<file path="src/rtl/ecp_rev_pkg.sv">
package ecp_rev_pkg;
  typedef enum logic {
    LNK_IDLE = 1'b0,
    LNK_HOLD = 1'b1
  } lnk_state_e;

  typedef struct packed {
    logic       is_cmd;
    logic [7:0] value;
  } rx_byte_t;
endpackage

</file>
<file path="src/rtl/ecp_rev_sync.sv">
module ecp_rev_sync #(
  parameter int W       = 1,
  parameter int STAGES  = 2,
  parameter bit RST_VAL = 1'b0
) (
  input  logic         clk,
  input  logic         rst_n,
  input  logic [W-1:0] d,
  output logic [W-1:0] q
);
  logic [W-1:0] stage_q [STAGES];

  genvar s;
  generate
    for (s = 0; s < STAGES; s++) begin : g_stage
      always_ff @(posedge clk or negedge rst_n) begin
        if (!rst_n) begin
          stage_q[s] <= {W{RST_VAL}};
        end else if (s == 0) begin
          stage_q[s] <= d;
        end else begin
          stage_q[s] <= stage_q[(s == 0) ? 0 : s - 1];
        end
      end
    end
  endgenerate

  assign q = stage_q[STAGES-1];
endmodule

</file>
<file path="src/rtl/ecp_rev_link.sv">
module ecp_rev_link
  import ecp_rev_pkg::*;
#(
  parameter int DATA_W = 8
) (
  input  logic              clk,
  input  logic              rst_n,
  input  logic              enable,
  input  logic              strobe_n_s,
  input  logic              tag_s,
  input  logic [DATA_W-1:0] data_s,
  input  logic              exp_busy,
  input  logic              sink_ready,
  output logic              host_ack,
  output logic              evt_valid,
  output logic              evt_cmd,
  output logic [DATA_W-1:0] evt_data
);
  lnk_state_e state_q;

  always_ff @(posedge clk or negedge rst_n) begin
    if (!rst_n) begin
      state_q   <= LNK_IDLE;
      evt_valid <= 1'b0;
      evt_cmd   <= 1'b0;
      evt_data  <= '0;
    end else if (!enable) begin
      state_q   <= LNK_IDLE;
      evt_valid <= 1'b0;
    end else begin
      evt_valid <= 1'b0;
      case (state_q)
        LNK_IDLE: begin
          if (!strobe_n_s) begin
            evt_valid <= 1'b1;
            evt_cmd   <= ~tag_s;
            evt_data  <= data_s;
            state_q   <= LNK_HOLD;
          end
        end
        LNK_HOLD: begin
          if (strobe_n_s && !exp_busy && sink_ready) begin
            state_q <= LNK_IDLE;
          end
        end
        default: state_q <= LNK_IDLE;
      endcase
    end
  end

  assign host_ack = (state_q == LNK_HOLD);
endmodule

</file>
<file path="src/rtl/ecp_rev_rle.sv">
module ecp_rev_rle #(
  parameter int DATA_W = 8
) (
  input  logic              clk,
  input  logic              rst_n,
  input  logic              enable,
  input  logic              evt_valid,
  input  logic              evt_cmd,
  input  logic [DATA_W-1:0] evt_data,
  input  logic              push_ready,
  output logic              push_valid,
  output logic [DATA_W-1:0] push_data,
  output logic              busy
);
  localparam int CNT_W = DATA_W - 1;
  localparam int REM_W = DATA_W;

  logic              armed_q;
  logic [CNT_W-1:0]  count_q;
  logic [REM_W-1:0]  remain_q;
  logic [DATA_W-1:0] hold_q;

  always_ff @(posedge clk or negedge rst_n) begin
    if (!rst_n) begin
      armed_q  <= 1'b0;
      count_q  <= '0;
      remain_q <= '0;
      hold_q   <= '0;
    end else if (!enable) begin
      armed_q  <= 1'b0;
      count_q  <= '0;
      remain_q <= '0;
    end else if (evt_valid) begin
      if (evt_cmd) begin
        if (!evt_data[DATA_W-1]) begin
          armed_q <= 1'b1;
          count_q <= evt_data[CNT_W-1:0];
        end
      end else begin
        hold_q   <= evt_data;
        remain_q <= armed_q ? ({1'b0, count_q} + REM_W'(1)) : REM_W'(1);
        armed_q  <= 1'b0;
      end
    end else if ((remain_q != '0) && push_ready) begin
      remain_q <= remain_q - REM_W'(1);
    end
  end

  assign push_valid = (remain_q != '0);
  assign push_data  = hold_q;
  assign busy       = push_valid || evt_valid;
endmodule

</file>
<file path="src/rtl/ecp_rev_rx.sv">
module ecp_rev_rx
  import ecp_rev_pkg::*;
#(
  parameter int DATA_W      = 8,
  parameter int SYNC_STAGES = 2
) (
  input  logic              clk,
  input  logic              rst_n,
  input  logic              rx_enable,
  input  logic              periph_clk_n,
  input  logic              periph_ack,
  input  logic [DATA_W-1:0] periph_data,
  output logic              host_ack,
  output logic              push_valid,
  output logic [DATA_W-1:0] push_data,
  input  logic              push_ready
);
  localparam int BUS_W = DATA_W + 1;

  logic              strobe_n_s;
  logic [BUS_W-1:0]  bus_s;
  logic              evt_valid;
  logic              evt_cmd;
  logic [DATA_W-1:0] evt_data;
  logic              exp_busy;

  ecp_rev_sync #(.W(1), .STAGES(SYNC_STAGES), .RST_VAL(1'b1)) u_sync_strobe (
    .clk(clk), .rst_n(rst_n), .d(periph_clk_n), .q(strobe_n_s)
  );

  ecp_rev_sync #(.W(BUS_W), .STAGES(SYNC_STAGES), .RST_VAL(1'b0)) u_sync_bus (
    .clk(clk), .rst_n(rst_n), .d({periph_ack, periph_data}), .q(bus_s)
  );

  ecp_rev_link #(.DATA_W(DATA_W)) u_link (
    .clk(clk), .rst_n(rst_n), .enable(rx_enable),
    .strobe_n_s(strobe_n_s), .tag_s(bus_s[BUS_W-1]), .data_s(bus_s[DATA_W-1:0]),
    .exp_busy(exp_busy), .sink_ready(push_ready),
    .host_ack(host_ack), .evt_valid(evt_valid), .evt_cmd(evt_cmd), .evt_data(evt_data)
  );

  ecp_rev_rle #(.DATA_W(DATA_W)) u_rle (
    .clk(clk), .rst_n(rst_n), .enable(rx_enable),
    .evt_valid(evt_valid), .evt_cmd(evt_cmd), .evt_data(evt_data),
    .push_ready(push_ready), .push_valid(push_valid), .push_data(push_data),
    .busy(exp_busy)
  );
endmodule

</file>
<file path="config.mk">
export PLATFORM = sky130hd
export DESIGN_NAME = ecp_rev_rx
export DESIGN_NICKNAME = d
export VERILOG_FILES = /design/src/rtl/ecp_rev_pkg.sv /design/src/rtl/ecp_rev_sync.sv /design/src/rtl/ecp_rev_link.sv /design/src/rtl/ecp_rev_rle.sv /design/src/rtl/ecp_rev_rx.sv
export SDC_FILE = /design/constraint.sdc
export NUM_CORES = 1
export LEC_CHECK = 0
export ABC_CLOCK_PERIOD_IN_PS = 2680
export BUFFER_PORTS_ARGS = -buffer_cell sky130_fd_sc_hd__buf_2
export CAP_MARGIN = 10
export CORE_ASPECT_RATIO = 1.2
export CORE_MARGIN = 2
export CORE_UTILIZATION = 57
export CTS_CLUSTER_DIAMETER = 100
export CTS_CLUSTER_SIZE = 40
export DETAILED_ROUTE_END_ITERATION = 6
export GPL_ROUTABILITY_DRIVEN = 0
export PLACE_DENSITY = 0.78
export SYNTH_ARGS = -nofsm -noshare
export SYNTH_HDL_FRONTEND = slang
export SYNTH_SLANG_ARGS = --single-unit
</file>
<file path="constraint.sdc">
create_clock -name clk -period 2.68 [get_ports clk]
set_clock_uncertainty 0.15 [all_clocks]
set_input_delay 0.268 -clock clk [delete_from_list [all_inputs] [get_ports clk]]
set_output_delay 0.268 -clock clk [all_outputs]
set_load 0.01 [all_outputs]
</file>
# Word level (Yosys, flattened, before mapping)

Cells that the tools add are included.

Multiplexer cells: 19
Bitwise operators: 4
Reductions and logical operators: 11
$add $sub $neg: 2
Equality and inequality tests: 6

Operators with widths:

| kind                                             | count |
|---|---|
| two-way mux 8 bit                                | 5 |
| two-way mux 7 bit                                | 4 |
| two-way mux 1 bit                                | 9 |
| AND reduction 3 bit                              | 3 |
| adder 7 x 1 -> 8 bit, second input constant      | 1 |
| nonzero test 8 bit                               | 1 |
| subtractor 8 x 1 -> 8 bit, second input constant | 1 |
| != test 3 bit, second input constant             | 2 |
| != test 2 x 1 -> 1 bit, second input constant    | 2 |
| NOT 1 bit                                        | 4 |
| AND reduction 2 bit                              | 2 |
| logical AND 1 bit                                | 3 |
| != test 3 x 1 -> 1 bit, second input constant    | 1 |
| != test 2 bit, second input constant             | 1 |
| one-hot mux 1 bit (2 select lines)               | 1 |
| logical NOT 1 bit                                | 1 |
| logical OR 1 bit                                 | 1 |

Input port bits: 14
Output and inout port bits: 10
Register bits: 55
Word-level logic and storage cells: 54

# Longest topological paths before layout

Depth in word-level cells: 8
Mapped depth: 8

# Hierarchy

From an unflattened synthesis, not the netlist that was laid out.

Cell total of the unflattened synthesis: 185
Area, all modules: 2282.2 µm²

By module, submodules not included:

| module                       | times used | cells an instance | area an instance (µm²) |
|---|---|---|---|
| ecp_rev_rle                  | 1          | 130               | 1262.5 |
| ecp_rev_sync (u_sync_bus)    | 1          | 27                | 518.0 |
| ecp_rev_link                 | 1          | 26                | 449.2 |
| ecp_rev_sync (u_sync_strobe) | 1          | 2                 | 52.6 |

# Worst setup path before layout

No wires, ideal clock.

Path kind: reg2reg
Start: register u_rle.remain_q[4]
End: register u_rle.remain_q[0]
Library setup time: 0.118 ns
Data required time: 2.412 ns
Cell stages (with the launch flop): 8
Arrival: 1.763 ns
Setup slack: 0.649 ns
Cells stage by stage: dfrtp_1 > or4_4 > nor4b_4 > inv_2 > a31oi_4 > buf_6 > a211oi_2 > a21o_1

Word-level cells in the longest chain between the ends: 4

Ends and longest elaborated chain:

| item                             | RTL line          | RTL |
|---|---|---|
| start: declaration               | ecp_rev_rle.sv:20 | `logic [REM_W-1:0] remain_q;` |
| start signal: assignment         | ecp_rev_rle.sv:41 | `remain_q <= armed_q ? ({1'b0, count_q} + REM_W'(1)) : REM_W'(1);` |
| start signal: assignment         | ecp_rev_rle.sv:45 | `remain_q <= remain_q - REM_W'(1);` |
| nonzero test 8 bit               | -                 |  |
| named net push_valid             | ecp_rev_rx.sv:14  | `output logic push_valid,` |
| logical AND 1 bit                | ecp_rev_rle.sv:44 | `end else if ((remain_q != '0) && push_ready) begin` |
| != test 3 x 1 -> 1 bit (no line) | -                 |  |
| AND reduction 2 bit (no line)    | -                 |  |

The timed path passes the listed nets, and every way through them passes these cells.
A chain may end at the register's enable or synchronous reset.

# Worst setup path in the final report

Start: register u_rle.remain_q[4]
End: register u_rle.remain_q[6]

Word-level cells in the longest chain between the ends: 4
Elaborated cells on any way between the ends: 8
Those cells by class: add/sub: 1; eq/ne: 1; mux: 3; reduce/logical: 3

Ends and longest elaborated chain:

| item                                                            | RTL line |
|---|---|
| subtractor 8 x 1 -> 8 bit or nonzero test 8 bit (tied branches) | ecp_rev_rle.sv:45, ecp_rev_rle.sv:44 |
| two-way mux 8 bit or logical AND 1 bit (tied branches)          | ecp_rev_rle.sv:44 |
| two-way mux 8 bit or != test 3 x 1 -> 1 bit (tied branches)     | - |
| two-way mux 8 bit or AND reduction 2 bit (tied branches)        | - |

Parallel ways exist; a longest one is shown, timed or not. The select of a mux whose other input is x is not followed.

==> key figures <==
Clock network
  – Worst-path clk slew: 0.09 ns
  – CTS buffer count: 5
  – Cts-stage hold buffer count: 11
  – Clock buffer depth: 2
  – CTS Root Cell: clkbuf_8
  – Clk Latency, worst-skew pair: 0.30 ns
  – CTS tree: done
  – Setup Fix Bufs, Post-CTS: 0
  – Resize count post-CTS: 0
  – Sink Count: 55
  – H-tree Lvls: 2

Yosys
  – Most frequent cell after synthesis: dfrtp_1
  – Mapped Cells: 178
  – Post-Syn Area per Cell: 12.3 um2
  – Register area share after synthesis: 62.8%
  – Synth top area cells: dfrtp_1 60%, mux2_2 8.2%, o21ai_0 4.6%
  – Syn Nets: 195
  – Post-synth EDFFs: 0
  – Post-synth cell types: 37
  – Async SR Flop Fraction: 100%
  – Most common flop cell mapped by yosys: dfrtp_1
  – Mapped cell area: 0.00220 mm2
  – Top cell type's share of synthesized area: 60.4%
  – Largest area contributor in the netlist: dfrtp_1
  – Synthesis Warnings: 0
  – Top cells by count, synth: 53 x dfrtp_1, 25 x nand2_1, 20 x o21ai_0, 16 x mux2_2, 11 x nor2_1
  – Yosys reg bits: 55

Die
  – Die width: 60.7 um
  – I/O Pins: 24
  – Row count: 24
  – Chip height: 72.0 um
  – Core area: 0.00366 mm2
  – Die area: 0.00437 mm2
  – Initial Util: 60.0%

Power
  – Lkg Pwr: 0.00118 uW
  – Max VDD drop: 0.634 mV
  – Power Dens Cells: 954 mW/mm2

Layout
  – Design area: 0.00259 mm2
  – Number of fill cells: 264
  – Final Core Density: 70.6%
  – Non-Filler Instances: 269
  – Layout Nets: 233
  – Area growth from synthesis to layout: 17.8%
  – Antenna cells: 0
  – Layout cells sized above 1: 27.6%

STA
  – Period utilization: 83.6%
  – Setup TNS: 0 ns
  – Worst-margin pin slew: 0.585 ns
  – RSZ-0062 raised after global routing: false
  – Final Max Tran Viols: 0
  – Tmin final: 2.24 ns
  – Final setup viols: 0
  – Worst rel slew slack: 60.6%
  – Final hold violation count: 0
  – Max Freq: 446 MHz

Detailed routing
  – DR vias: 1454
  – Routed Wire Length: 3970 um
  – Remaining DRCs: 0
  – DRT antenna net count: 0
  – Iter 0 DRT Violations: 61
  – Router iterations before antenna repair: 4
  – Vias per cell: 5.41
  – Avg WL per Cell: 14.8 um

Placement
  – PortBufs: 23
  – Placed insts: 250
  – Placement Cell Area: 0.00237 mm2
  – Final HPWL DP: 2770 um

Setup path
  – Worst EP required: 2.78 ns
  – CP max FO: 11
  – Startpoint Class: flop
  – Setup Crit Path Kind: flop to flop
  – Critical path arrival: 2.34 ns
  – Crit path capture type: flop

Global route
  – Number of global-route vias before repair: 1520
  – Total GRT Usage: 21.2%
  – First-pass GRT wire length: 6880 um
  – Gr ovfl total: 0
  – Pin count of the biggest net entering global routing: 48
  – Initial antenna violation count: 0

Min path
  – Worst Hold Class: primary input to asynchronous set/reset pin

Run status
  – Outcome: finished, final reports clean

Run
  – Max-cap violations: 0
## cell type report
cell class                 count  area (um2)  share of cell area [%]
sequential                    55        1380                    53.3
multi-input combinational    113         769                    29.7
timing repair buffer          37         248                    9.57
clock buffer                   6        72.6                    2.80
tap                           52        65.1                    2.51
clock inverter                 2        38.8                    1.50
inverter                       4        15.0                   0.580
## power breakdown
group | switching [uW] | internal [uW]
clock network | 260 | 282
registers | 158 | 1010
logic | 383 | 379
## final timing paths
path                                         from            endpoint  slack (ns)  cells past startpoint
setup / recovery                u_rle.remain_q[4]   u_rle.remain_q[6]        0.44                      6
hold / removal                              rst_n   u_rle.remain_q[7]        0.18                      2
setup reg to reg                u_rle.remain_q[4]   u_rle.remain_q[6]        0.44                      6
hold reg to reg            u_sync_bus.stage_q[17]     u_sync_bus.q[8]        0.21                      0
max in group asynchronous                   rst_n  u_link.evt_data[5]        1.39                      3
min in group clk                        rx_enable    u_rle.count_q[6]        0.20                      3
## routing by layer
layer	global-route usage (%)	up-vias	part of all wire [%]
li1	-	684	-
met1	27.0	731	41
met2	35.7	31	54
met3	4.28	8	2.8
met4	7.73	0	1.7
met5	0	-	0
## per-stage QoR
step | setup slack (ns) | total power [uW] | hold slack (ns)
after floorplan | 0.649 | 1690 | -0.178
after global placement | 0.570 | 1870 | -0.0272
after detailed placement | 0.472 | 1930 | -0.0210
after CTS | 0.456 | 2480 | 0.184
after global routing | 0.347 | 2610 | 0.211
final | 0.439 | 2470 | 0.184
## cells by family (layout without fill, tap and decap cells)
kind of cell	Yosys count	count (layout)	share of synthesized area, %
flip-flops	55	55	62.8
AND/OR/NAND/NOR	54	54	12.4
AO/OA/AOI/OAI	33	33	9.97
multiplexers	16	16	8.20
buffers and inverters	10	49	2.22
XOR/XNOR	7	7	2.79
adder cells (fa/ha/maj)	3	3	1.71
## registers in the layout, indices dropped and copies added, names as in the netlist
register / count
u_link.evt_cmd: 1
u_link.evt_data: 8
u_link.evt_valid: 1
u_link.host_ack: 1
u_rle.armed_q: 1
u_rle.count_q: 7
u_rle.push_data: 8
u_rle.remain_q: 8
u_sync_bus.q: 9
u_sync_bus.stage_q: 9
u_sync_strobe.q: 1
u_sync_strobe.stage_q: 1
## layout by cell type, fill, tap and decap left out, types with 2 or more instances in the layout
| master | Yosys | routed |
|---|---|---|
| dfstp_2 | 2 | 2 |
| a21boi_0 | 2 | 2 |
| o22ai_1 | 2 | 2 |
| o21ai_0 | 20 | 20 |
| buf_2 | 0 | 23 |
| nand3_1 | 4 | 4 |
| inv_1 | 3 | 3 |
| dlygate4sd3_1 | 0 | 11 |
| ha_1 | 3 | 3 |
| a22o_2 | 2 | 2 |
| nor4_1 | 2 | 2 |
| nor3b_1 | 2 | 2 |
| mux2_2 | 16 | 16 |
| buf_4 | 1 | 3 |
| xnor2_1 | 4 | 4 |
| nor2_1 | 11 | 11 |
| dfrtp_1 | 53 | 53 |
| xor2_1 | 3 | 3 |
| nand2_1 | 25 | 25 |
| clkbuf_8 | 0 | 5 |
## critical path: stages (launching register included)
cell	delay, ns
dfrtp_1	0.42
or4_4	0.56
nor4b_4	0.27
inv_2	0.09
a31oi_4	0.33
o21ai_0	0.15
a21bo_2	0.20
No activity file was read; power rests on OpenSTA's default activity.
